<file path="src/rtl/supmon_pkg.sv">
package supmon_pkg;

  localparam int unsigned MODE_W = 3;
  typedef logic [MODE_W-1:0] mode_t;

  // Sampling mode codes; 5..7 are reserved and behave as off
  localparam mode_t MODE_OFF     = 3'd0;
  localparam mode_t MODE_CONT    = 3'd1;
  localparam mode_t MODE_P_SHORT = 3'd2;
  localparam mode_t MODE_P_MID   = 3'd3;
  localparam mode_t MODE_P_LONG  = 3'd4;
  localparam int unsigned DUTY_MODES = 3;

  // Register addresses
  localparam int unsigned ADDR_W = 2;
  localparam logic [ADDR_W-1:0] ADDR_THRESH = 2'd0;
  localparam logic [ADDR_W-1:0] ADDR_CTRL   = 2'd1;
  localparam logic [ADDR_W-1:0] ADDR_STATUS = 2'd2;

  // Field positions
  localparam int unsigned CTRL_IRQ_BIT    = 4;
  localparam int unsigned CTRL_RST_BIT    = 5;
  localparam int unsigned CTRL_WAKE_BIT   = 6;
  localparam int unsigned STAT_LIVE_BIT   = 0;
  localparam int unsigned STAT_STICKY_BIT = 1;

  typedef struct packed {
    logic  wake_en;
    logic  rst_en;
    logic  irq_en;
    mode_t mode;
  } ctrl_t;

endpackage

</file>
<file path="src/rtl/supmon_rst_sync.sv">
module supmon_rst_sync (
  input  logic clk,
  input  logic rst_n_in,
  output logic rst_n_out
);

  logic [1:0] sync_q;

  always_ff @(posedge clk or negedge rst_n_in) begin
    if (!rst_n_in) sync_q <= '0;
    else           sync_q <= {sync_q[0], 1'b1};
  end

  assign rst_n_out = sync_q[1];

endmodule

</file>
<file path="src/rtl/supmon_regs.sv">
module supmon_regs
  import supmon_pkg::*;
#(
  parameter int unsigned DATA_W = 8,
  parameter int unsigned TH_W   = 4
) (
  input  logic              clk,
  input  logic              rst_n,
  input  logic              wr_en,
  input  logic              rd_en,
  input  logic [ADDR_W-1:0] addr,
  input  logic [DATA_W-1:0] wdata,
  input  logic              live,
  input  logic              sticky,
  output logic [DATA_W-1:0] rdata,
  output logic [TH_W-1:0]   thresh,
  output ctrl_t             ctrl,
  output logic              mode_restart,
  output logic              status_rd
);

  logic [TH_W-1:0] thresh_q, thresh_d;
  ctrl_t           ctrl_q, ctrl_d;
  logic            wr_thresh, wr_ctrl;
  logic            unused_wdata;

  assign wr_thresh    = wr_en && (addr == ADDR_THRESH);
  assign wr_ctrl      = wr_en && (addr == ADDR_CTRL);
  assign unused_wdata = wdata[DATA_W-1];

  // next state
  always_comb begin
    thresh_d = thresh_q;
    ctrl_d   = ctrl_q;
    if (wr_thresh) thresh_d = wdata[TH_W-1:0];
    if (wr_ctrl) begin
      ctrl_d.mode    = wdata[MODE_W-1:0];
      ctrl_d.irq_en  = wdata[CTRL_IRQ_BIT];
      ctrl_d.rst_en  = wdata[CTRL_RST_BIT];
      ctrl_d.wake_en = wdata[CTRL_WAKE_BIT];
    end
  end

  // registers
  always_ff @(posedge clk or negedge rst_n) begin
    if (!rst_n) begin
      thresh_q <= '0;
      ctrl_q   <= '0;
    end else begin
      thresh_q <= thresh_d;
      ctrl_q   <= ctrl_d;
    end
  end

  // window restart only when the mode value actually changes
  assign mode_restart = wr_ctrl && (wdata[MODE_W-1:0] != ctrl_q.mode);
  assign status_rd    = rd_en && (addr == ADDR_STATUS);

  // read mux
  always_comb begin
    rdata = '0;
    unique case (addr)
      ADDR_THRESH: rdata[TH_W-1:0] = thresh_q;
      ADDR_CTRL: begin
        rdata[MODE_W-1:0]    = ctrl_q.mode;
        rdata[CTRL_IRQ_BIT]  = ctrl_q.irq_en;
        rdata[CTRL_RST_BIT]  = ctrl_q.rst_en;
        rdata[CTRL_WAKE_BIT] = ctrl_q.wake_en;
      end
      ADDR_STATUS: begin
        rdata[STAT_LIVE_BIT]   = live;
        rdata[STAT_STICKY_BIT] = sticky;
      end
      default: rdata = '0;
    endcase
  end

  assign thresh = thresh_q;
  assign ctrl   = ctrl_q;

endmodule

</file>
<file path="src/rtl/supmon_sampler.sv">
module supmon_sampler
  import supmon_pkg::*;
#(
  parameter int unsigned P_SHORT = 32,
  parameter int unsigned P_MID   = 256,
  parameter int unsigned P_LONG  = 2048
) (
  input  logic  clk,
  input  logic  rst_n,
  input  mode_t mode,
  input  logic  restart,
  output logic  cmp_en
);

  localparam int unsigned CNT_W = $clog2(P_LONG);
  localparam int unsigned PERIODS [DUTY_MODES] = '{P_SHORT, P_MID, P_LONG};

  logic [CNT_W-1:0]      cnt_q, cnt_d;
  logic [DUTY_MODES-1:0] sel;
  logic [DUTY_MODES-1:0] wrap_hit;
  logic                  duty, cont;

  for (genvar i = 0; i < DUTY_MODES; i++) begin : g_window
    assign sel[i]      = (mode == mode_t'(MODE_P_SHORT + i));
    assign wrap_hit[i] = sel[i] && (cnt_q == CNT_W'(PERIODS[i] - 1));
  end

  assign duty = |sel;
  assign cont = (mode == MODE_CONT);

  // next state
  always_comb begin
    if (restart || !duty || (|wrap_hit)) cnt_d = '0;
    else                                 cnt_d = cnt_q + 1'b1;
  end

  // register
  always_ff @(posedge clk or negedge rst_n) begin
    if (!rst_n) cnt_q <= '0;
    else        cnt_q <= cnt_d;
  end

  assign cmp_en = cont || (duty && (cnt_q == '0));

endmodule

</file>
<file path="src/rtl/supmon_detect.sv">
module supmon_detect (
  input  logic clk,
  input  logic rst_n,
  input  logic cmp_en,
  input  logic cmp_below,
  input  logic status_rd,
  input  logic irq_en,
  input  logic rst_en,
  input  logic wake_en,
  output logic detect,
  output logic live,
  output logic sticky,
  output logic irq,
  output logic core_rst_req,
  output logic core_wake_req
);

  logic live_q, live_d;
  logic sticky_q, sticky_d;
  logic rst_q, rst_d;
  logic wake_q, wake_d;

  assign detect = cmp_en && cmp_below;

  // next state: a fresh detection wins over a read clear
  always_comb begin
    live_d   = cmp_en ? cmp_below : live_q;
    sticky_d = detect || (sticky_q && !status_rd);
    rst_d    = detect && rst_en;
    wake_d   = detect && wake_en;
  end

  // registers
  always_ff @(posedge clk or negedge rst_n) begin
    if (!rst_n) begin
      live_q   <= 1'b0;
      sticky_q <= 1'b0;
      rst_q    <= 1'b0;
      wake_q   <= 1'b0;
    end else begin
      live_q   <= live_d;
      sticky_q <= sticky_d;
      rst_q    <= rst_d;
      wake_q   <= wake_d;
    end
  end

  assign live          = live_q;
  assign sticky        = sticky_q;
  assign irq           = sticky_q && irq_en;
  assign core_rst_req  = rst_q;
  assign core_wake_req = wake_q;

endmodule

</file>
<file path="src/rtl/supmon_ctrl.sv">
module supmon_ctrl
  import supmon_pkg::*;
#(
  parameter int unsigned DATA_W  = 8,
  parameter int unsigned TH_W    = 4,
  parameter int unsigned P_SHORT = 32,
  parameter int unsigned P_MID   = 256,
  parameter int unsigned P_LONG  = 2048
) (
  input  logic              clk_slow,
  input  logic              rst_n,
  input  logic              wr_en,
  input  logic              rd_en,
  input  logic [ADDR_W-1:0] addr,
  input  logic [DATA_W-1:0] wdata,
  output logic [DATA_W-1:0] rdata,
  input  logic              cmp_below,
  output logic              cmp_en,
  output logic [TH_W-1:0]   cmp_thresh,
  output logic              irq,
  output logic              core_rst_req,
  output logic              core_wake_req
);

  logic  rst_n_sync;
  ctrl_t ctrl;
  logic  mode_restart;
  logic  status_rd;
  logic  live;
  logic  sticky;
  logic  detect;

  supmon_rst_sync u_rst_sync (
    .clk       (clk_slow),
    .rst_n_in  (rst_n),
    .rst_n_out (rst_n_sync)
  );

  supmon_regs #(
    .DATA_W (DATA_W),
    .TH_W   (TH_W)
  ) u_regs (
    .clk          (clk_slow),
    .rst_n        (rst_n_sync),
    .wr_en        (wr_en),
    .rd_en        (rd_en),
    .addr         (addr),
    .wdata        (wdata),
    .live         (live),
    .sticky       (sticky),
    .rdata        (rdata),
    .thresh       (cmp_thresh),
    .ctrl         (ctrl),
    .mode_restart (mode_restart),
    .status_rd    (status_rd)
  );

  supmon_sampler #(
    .P_SHORT (P_SHORT),
    .P_MID   (P_MID),
    .P_LONG  (P_LONG)
  ) u_sampler (
    .clk     (clk_slow),
    .rst_n   (rst_n_sync),
    .mode    (ctrl.mode),
    .restart (mode_restart),
    .cmp_en  (cmp_en)
  );

  supmon_detect u_detect (
    .clk           (clk_slow),
    .rst_n         (rst_n_sync),
    .cmp_en        (cmp_en),
    .cmp_below     (cmp_below),
    .status_rd     (status_rd),
    .irq_en        (ctrl.irq_en),
    .rst_en        (ctrl.rst_en),
    .wake_en       (ctrl.wake_en),
    .detect        (detect),
    .live          (live),
    .sticky        (sticky),
    .irq           (irq),
    .core_rst_req  (core_rst_req),
    .core_wake_req (core_wake_req)
  );

endmodule

</file>
<file path="config.mk">
export PLATFORM = sky130hd
export DESIGN_NAME = supmon_ctrl
export DESIGN_NICKNAME = d
export VERILOG_FILES = /design/src/rtl/supmon_pkg.sv /design/src/rtl/supmon_rst_sync.sv /design/src/rtl/supmon_regs.sv /design/src/rtl/supmon_sampler.sv /design/src/rtl/supmon_detect.sv /design/src/rtl/supmon_ctrl.sv
export SDC_FILE = /design/constraint.sdc
export NUM_CORES = 1
export LEC_CHECK = 0
export BUFFER_PORTS_ARGS = -buffer_cell sky130_fd_sc_hd__clkbuf_2
export CORE_ASPECT_RATIO = 1.2
export CORE_MARGIN = 8
export CORE_UTILIZATION = 48
export CTS_BUF_LIST = sky130_fd_sc_hd__clkbuf_16
export CTS_CLUSTER_DIAMETER = 60
export DETAILED_ROUTE_END_ITERATION = 8
export PLACE_DENSITY = 0.73
export SKIP_CTS_REPAIR_TIMING = 1
export SLEW_MARGIN = 25
export SYNTH_ARGS = -nofsm -noshare
export SYNTH_HDL_FRONTEND = slang
export SYNTH_SLANG_ARGS = --single-unit
</file>
<file path="constraint.sdc">
create_clock -name clk_slow -period 1.1 [get_ports clk_slow]
set_input_delay 0.11 -clock clk_slow [delete_from_list [all_inputs] [get_ports clk_slow]]
set_output_delay 0.11 -clock clk_slow [all_outputs]
set_load 0.05 [all_outputs]
</file>
# ---- Word-level counts from Yosys, hierarchy flattened
# Cells that the tools add are included.
# W data, S select, Z words.
dict set report totals {
  ff_bits 27
  in_bits 15
  output_inout_bits 16
  wordCells 50
}
dict set report classes {
  n_addsub 1
  eq_ne 10
  n_mux 5
  n_reduce_logical 23
}
# operator n
set op_table {}
lappend op_table {{$logic_and A1 B1 Y1} 13}
lappend op_table {{$add A11 B1 Y11 const B} 1}
lappend op_table {{$eq A11 B11 Y1 const B} 1}
lappend op_table {{$eq A11 B5 Y1 const B} 1}
lappend op_table {{$eq A11 B8 Y1 const B} 1}
lappend op_table {{$logic_not A11 Y1} 1}
lappend op_table {{$mux W11} 1}
lappend op_table {{$eq A3 B2 Y1 const B} 2}
lappend op_table {{$pmux W2 S3} 1}
lappend op_table {{$reduce_or A3 Y1} 2}
lappend op_table {{$logic_or A1 B1 Y1} 4}
lappend op_table {{$eq A3 B1 Y1 const B} 1}
lappend op_table {{$eq A3 B3 Y1 const B} 1}
lappend op_table {{$mux W3} 1}
lappend op_table {{$ne A3 B3 Y1} 1}
lappend op_table {{$eq A2 B1 Y1 const B} 1}
lappend op_table {{$eq A2 B2 Y1 const B} 1}
lappend op_table {{$logic_not A1 Y1} 2}
lappend op_table {{$logic_not A2 Y1} 1}
lappend op_table {{$pmux W1 S2} 1}
lappend op_table {{$mux W1} 1}

# ---- Longest topological paths before layout
dict set report logic_depth {
  depth_word 6
  depth_mapped 6
  depth_no_buf 6
}

# ---- Cells and area by module
# From an unflattened synthesis, not the netlist that was laid out.
dict set report hier_totals {
  cells_unflattened 130
  hier_area_um2 1403.8
}
# mod n_inst cells_each area_per_inst_um2 seq_area_each_um2
set by_module_without_submodules {}
lappend by_module_without_submodules {supmon_sampler 1 72 651.9 275.3}
lappend by_module_without_submodules {supmon_regs 1 42 554.3 250.2}
lappend by_module_without_submodules {supmon_detect 1 13 143.9 100.1}
lappend by_module_without_submodules {supmon_rst_sync 1 3 53.8 50.0}

# ---- Least setup slack after synthesis
# No wires, ideal clock.
dict set report synth_path {
  path_type {register to output}
  from {register u_regs.thresh_q[0] (netlist: u_regs.thresh[0])}
  to {output rdata[0]}
  arrival_time_ns 1.848
  setup_slack_ns -0.858
  stages_incl_launch_ff 3
  cell_sequence {dfrtp_1 > mux2i_1 > o21ai_0}
}
dict set report synth_via {
  elab_chain_len 1
}
# item line
set synth_rtl {}
lappend synth_rtl {{start, declared} supmon_regs.sv:22} ;# logic [TH_W-1:0] thresh_q, thresh_d;
lappend synth_rtl {{start signal, assigned} supmon_regs.sv:50} ;# thresh_q <= thresh_d;
lappend synth_rtl {{$pmux W2 S3} supmon_regs.sv:62} ;# unique case (addr)
lappend synth_rtl {{end, declared} supmon_ctrl.sv:16} ;# output logic [DATA_W-1:0] rdata,
# Every way passes these cells.

# ---- Worst setup path in the final report
dict set report layout_path {
  from {register u_sampler.cnt_q[1]}
  to {output cmp_en}
}
dict set report layout_via {
  elab_chain_len 3
}
# item line
set layout_rtl {}
lappend layout_rtl {{start, declared} supmon_sampler.sv:18} ;# logic [CNT_W-1:0] cnt_q, cnt_d;
lappend layout_rtl {{start signal, assigned} supmon_sampler.sv:40} ;# else cnt_q <= cnt_d;
lappend layout_rtl {{$logic_not A11 Y1} supmon_sampler.sv:43} ;# assign cmp_en = cont || (duty && (cnt_q == '0));
lappend layout_rtl {{$logic_and A1 B1 Y1} supmon_sampler.sv:43}
lappend layout_rtl {{$logic_or A1 B1 Y1} supmon_sampler.sv:43}
lappend layout_rtl {{end, declared} supmon_ctrl.sv:18} ;# output logic cmp_en,
# Every way passes these cells.

==> results.md <==
- Post-DP HPWL: around 2800 um
- Unrepaired setup endpoints after global routing: yes
- Clock buffer depth: 2
- CTS Sinks: 27
- Worst-case reg-to-reg path depth: 5
- Port Buffers: 28
- Core Box Area: 2790 um^2
- Crit end category: output port
- CTS tree: built
- Required @ worst endpoint: 990 ps
- Register area: a little under 700 um^2
- Die ar.: 4920 um^2
- Run status: finished, violations left
- Failing checks: setup timing
- CP peak stage delay: between 400 and 500 ps
- Clk network pwr share: 0.229
- Main area contributors after synthesis: dfrtp_1 48%, mux2_2 7.2%, xor2_1 3.7%
- Worst hold endpoint: u_regs.ctrl[3]$_DFFE_PN0P_
- Top-count cell post-synth: dfrtp_1
- WHS Path Cells: 2
- Num CTS Buffers: 3
- Top-area cell type share of the netlist area: 0.481
- Post-synthesis mux area share: 0.0935
- Simple-gate share of the synthesized area: 0.227
- Final period utilization: 1.49
- Die Y: 75.3 um
- Comb pwr share: 0.422
- Combinational family with the most area after synthesis: simple AND/OR/NAND/NOR gates
- Setup ws final: -544 ps
- Placer Congestion: just over 0.8
- Psw: 1310 uW
- Syn nets: 141
- CP Launch Type: flop
- Ys async rst share: 1.00
- Area fraction in compound gates after synthesis: 0.0730
- Residual DRC: 0
- Drt pass-1 iters: 4
- Reg clk slew, reported paths: 70 ps
- Fin Setup TNS: -6370 ps
- Hold Path Origin: wdata[4]
- Root buffer cell: clkbuf_16
- Antenna violations before repair: 0
- EDFF count, synth: 0
- Crit path DAT: ~1500 ps
- Synthesized instance count: around 120
- Global route overflow: 0
- CP cell instances: inv_2 > ha_4 > nor4b_4 > o2111ai_2 > nand2_2 > buf_12
- Final core utilization: 0.825
- First-pass GRT wire length: ~5700 um
- Synthesized area: 1410 um^2
- # fillers: 164
- Post-DRT Antenna Nets: 0
- Max Cap Viol: 0
- Netlist cell types: 38
- Worst min path class: input pin to flop
- Crit-path slowest cell: dfrtp_1
- Final Hold Fails: 0
- Endpoints failing setup: 20
- H-tree depth: 1
- Predominant post-synthesis flop cell: dfrtp_1
- DIE WIDTH: between 60 and 70 um
- Adder-Cell Fraction of Synth Area: 0.0178
- Ports: 31
- Final-stage net count: slightly above 200
- Register-to-register path setup slack: -450 ps
- Layout area overhead: 63.5%
- Initial core utilization: 0.504
- Flop pwr share: 0.350
- Routed wire length: 3960 um
- Starting DRT DRC Count: between 80 and 90
- Int Power: ~2400 uW
- Setup Skew: a little under 5 ps
- Vias in the first global route: approximately 1.2k
- XOR/XNOR Fraction of Synth Area: 0.0686
- Peak supply drop: approximately 0.0016 V
- Commonest cells in the netlist: 27 x dfrtp_1, 9 x mux2_2, 9 x nand2_1, 9 x nor3_1
- Vias per inst: 5.41
- Switching share of power: 0.357
- Row cnt: 21
- Layout cells sized above 1: 0.681
- Total power density per cell area: between 1500 and 2000 nW/um^2
- Routed vias: about 1.2k
- WL per Instance: roughly 18 um
- Area of the multi-input gates: approximately 900 um^2
- Min Tclk post-route: 1640 ps
- Leakage: between 0.001 and 0.0015 uW
- Sequential area share after synthesis: 0.481
- Total GRT Usage: 0.149
- Critical R2R Launch: u_sampler.cnt_q[0]$_DFF_PN0_
- Final Max Slew Viols: 0
- #FFs+latches synth: 27
- Total power: 3670 uW
- N_diodes: 0
- RR Endpoint: u_sampler.cnt_q[6]$_DFF_PN0_
- Largest fanout on the critical path: 3
- Syn_area_per_cell: around 11 um^2
- Synthesis warning total: 0
- Later-pin clock latency in the skew report: between 200 and 300 ps
- Min Hold Slack: 76.3 ps
- Largest net degree at the start of global routing: 26
- Fmax: 608 MHz
- Top cell type by total area after synthesis: dfrtp_1
- CP Class: flop to output port
==> placed cells by master, fill, tap and decap left out, drive strengths merged, types with 4 or more instances in the layout <==
cell,synthesis,layout
buf,5,44
dfrtp,27,27
clkbuf,0,22
nand2,10,10
mux2,9,9
nor3,9,9
xor2,6,6
and2,6,6
xnor2,5,5
nor3b,5,5
nor2,4,4
o21ai,4,4
==> how the worst max path moves through the flow <==
stage | slack (ps) | endpoint | from | depth (start not counted)
2_1_floorplan | -250 | rdata[0] | u_regs.thresh[0]$_DFFE_PN0P_ | 2
3_3_place_gp | -330 | u_sampler.cnt_q[0]$_DFF_PN0_ | u_sampler.cnt_q[5]$_DFF_PN0_ | 5
3_5_place_dp | -360 | u_sampler.cnt_q[9]$_DFF_PN0_ | u_regs.ctrl[1]$_DFFE_PN0P_ | 4
4_1_cts | -580 | cmp_en | u_sampler.cnt_q[1]$_DFF_PN0_ | 6
5_1_grt | -600 | cmp_en | u_sampler.cnt_q[1]$_DFF_PN0_ | 6
6_report | -540 | cmp_en | u_sampler.cnt_q[1]$_DFF_PN0_ | 6
==> routing by layer <==
layer | part of all wire | track usage
met1 | 0.36 | 0.154
met2 | 0.57 | 0.281
met3 | 0.052 | 0.0268
met4 | 0.020 | 0.0752
met5 | 0 | 0
==> registers in the layout, indices dropped and copies added, names as in the netlist <==
| register | flops |
|---|---|
| u_detect.core_rst_req | 1 |
| u_detect.core_wake_req | 1 |
| u_detect.live | 1 |
| u_detect.sticky | 1 |
| u_regs.ctrl | 6 |
| u_regs.thresh | 4 |
| u_rst_sync.sync_q | 2 |
| u_sampler.cnt_q | 11 |
==> kinds of logic after synthesis <==
family,Yosys count
mux,12
xor+xnor,11
simple gates,51
compound gates,11
flops,27
buf+inv,8
fa+ha+maj,2
other cells,2
==> worst max-delay path: cells and delay by family (launching register included) <==
kind                       cells  cell delay [ps]
AOI/OAI and AO/OA              1              190
buffers and inverters          2              230
DFF                            1              410
and+or+nand+nor                2              320
adders and majority gates      1              120
==> power groups by stage <==
stage | Clock, uW | Combinational, uW | Sequential (uW)
after floorplan | 0 | 668 | 1390
after global placement | 0 | 1250 | 1260
after detailed placement | 0 | 1290 | 1270
after CTS | 849 | 1290 | 1250
after global routing | 888 | 1640 | 1300
final | 838 | 1550 | 1280
==> stage by stage <==
stage | instance area [um^2] | cells | setup slack (ps)
after floorplan | 1490 | 124 | -250
after global placement | 1980 | 213 | -334
after detailed placement | 1980 | 213 | -357
after CTS | 2060 | 217 | -584
after global routing | 2300 | 222 | -598
final | 2300 | 222 | -544
==> area by class of cell <==
cell class	instances	share of cell area
Tap cell	34	0.0185
Inverter	3	0.00490
Clock inverter	1	0.00327
Sequential cell	27	0.299
Clock buffer	3	0.0327
Timing Repair Buffer	64	0.241
Multi-Input combinational cell	90	0.401
Power figures use the tool's default switching activity.
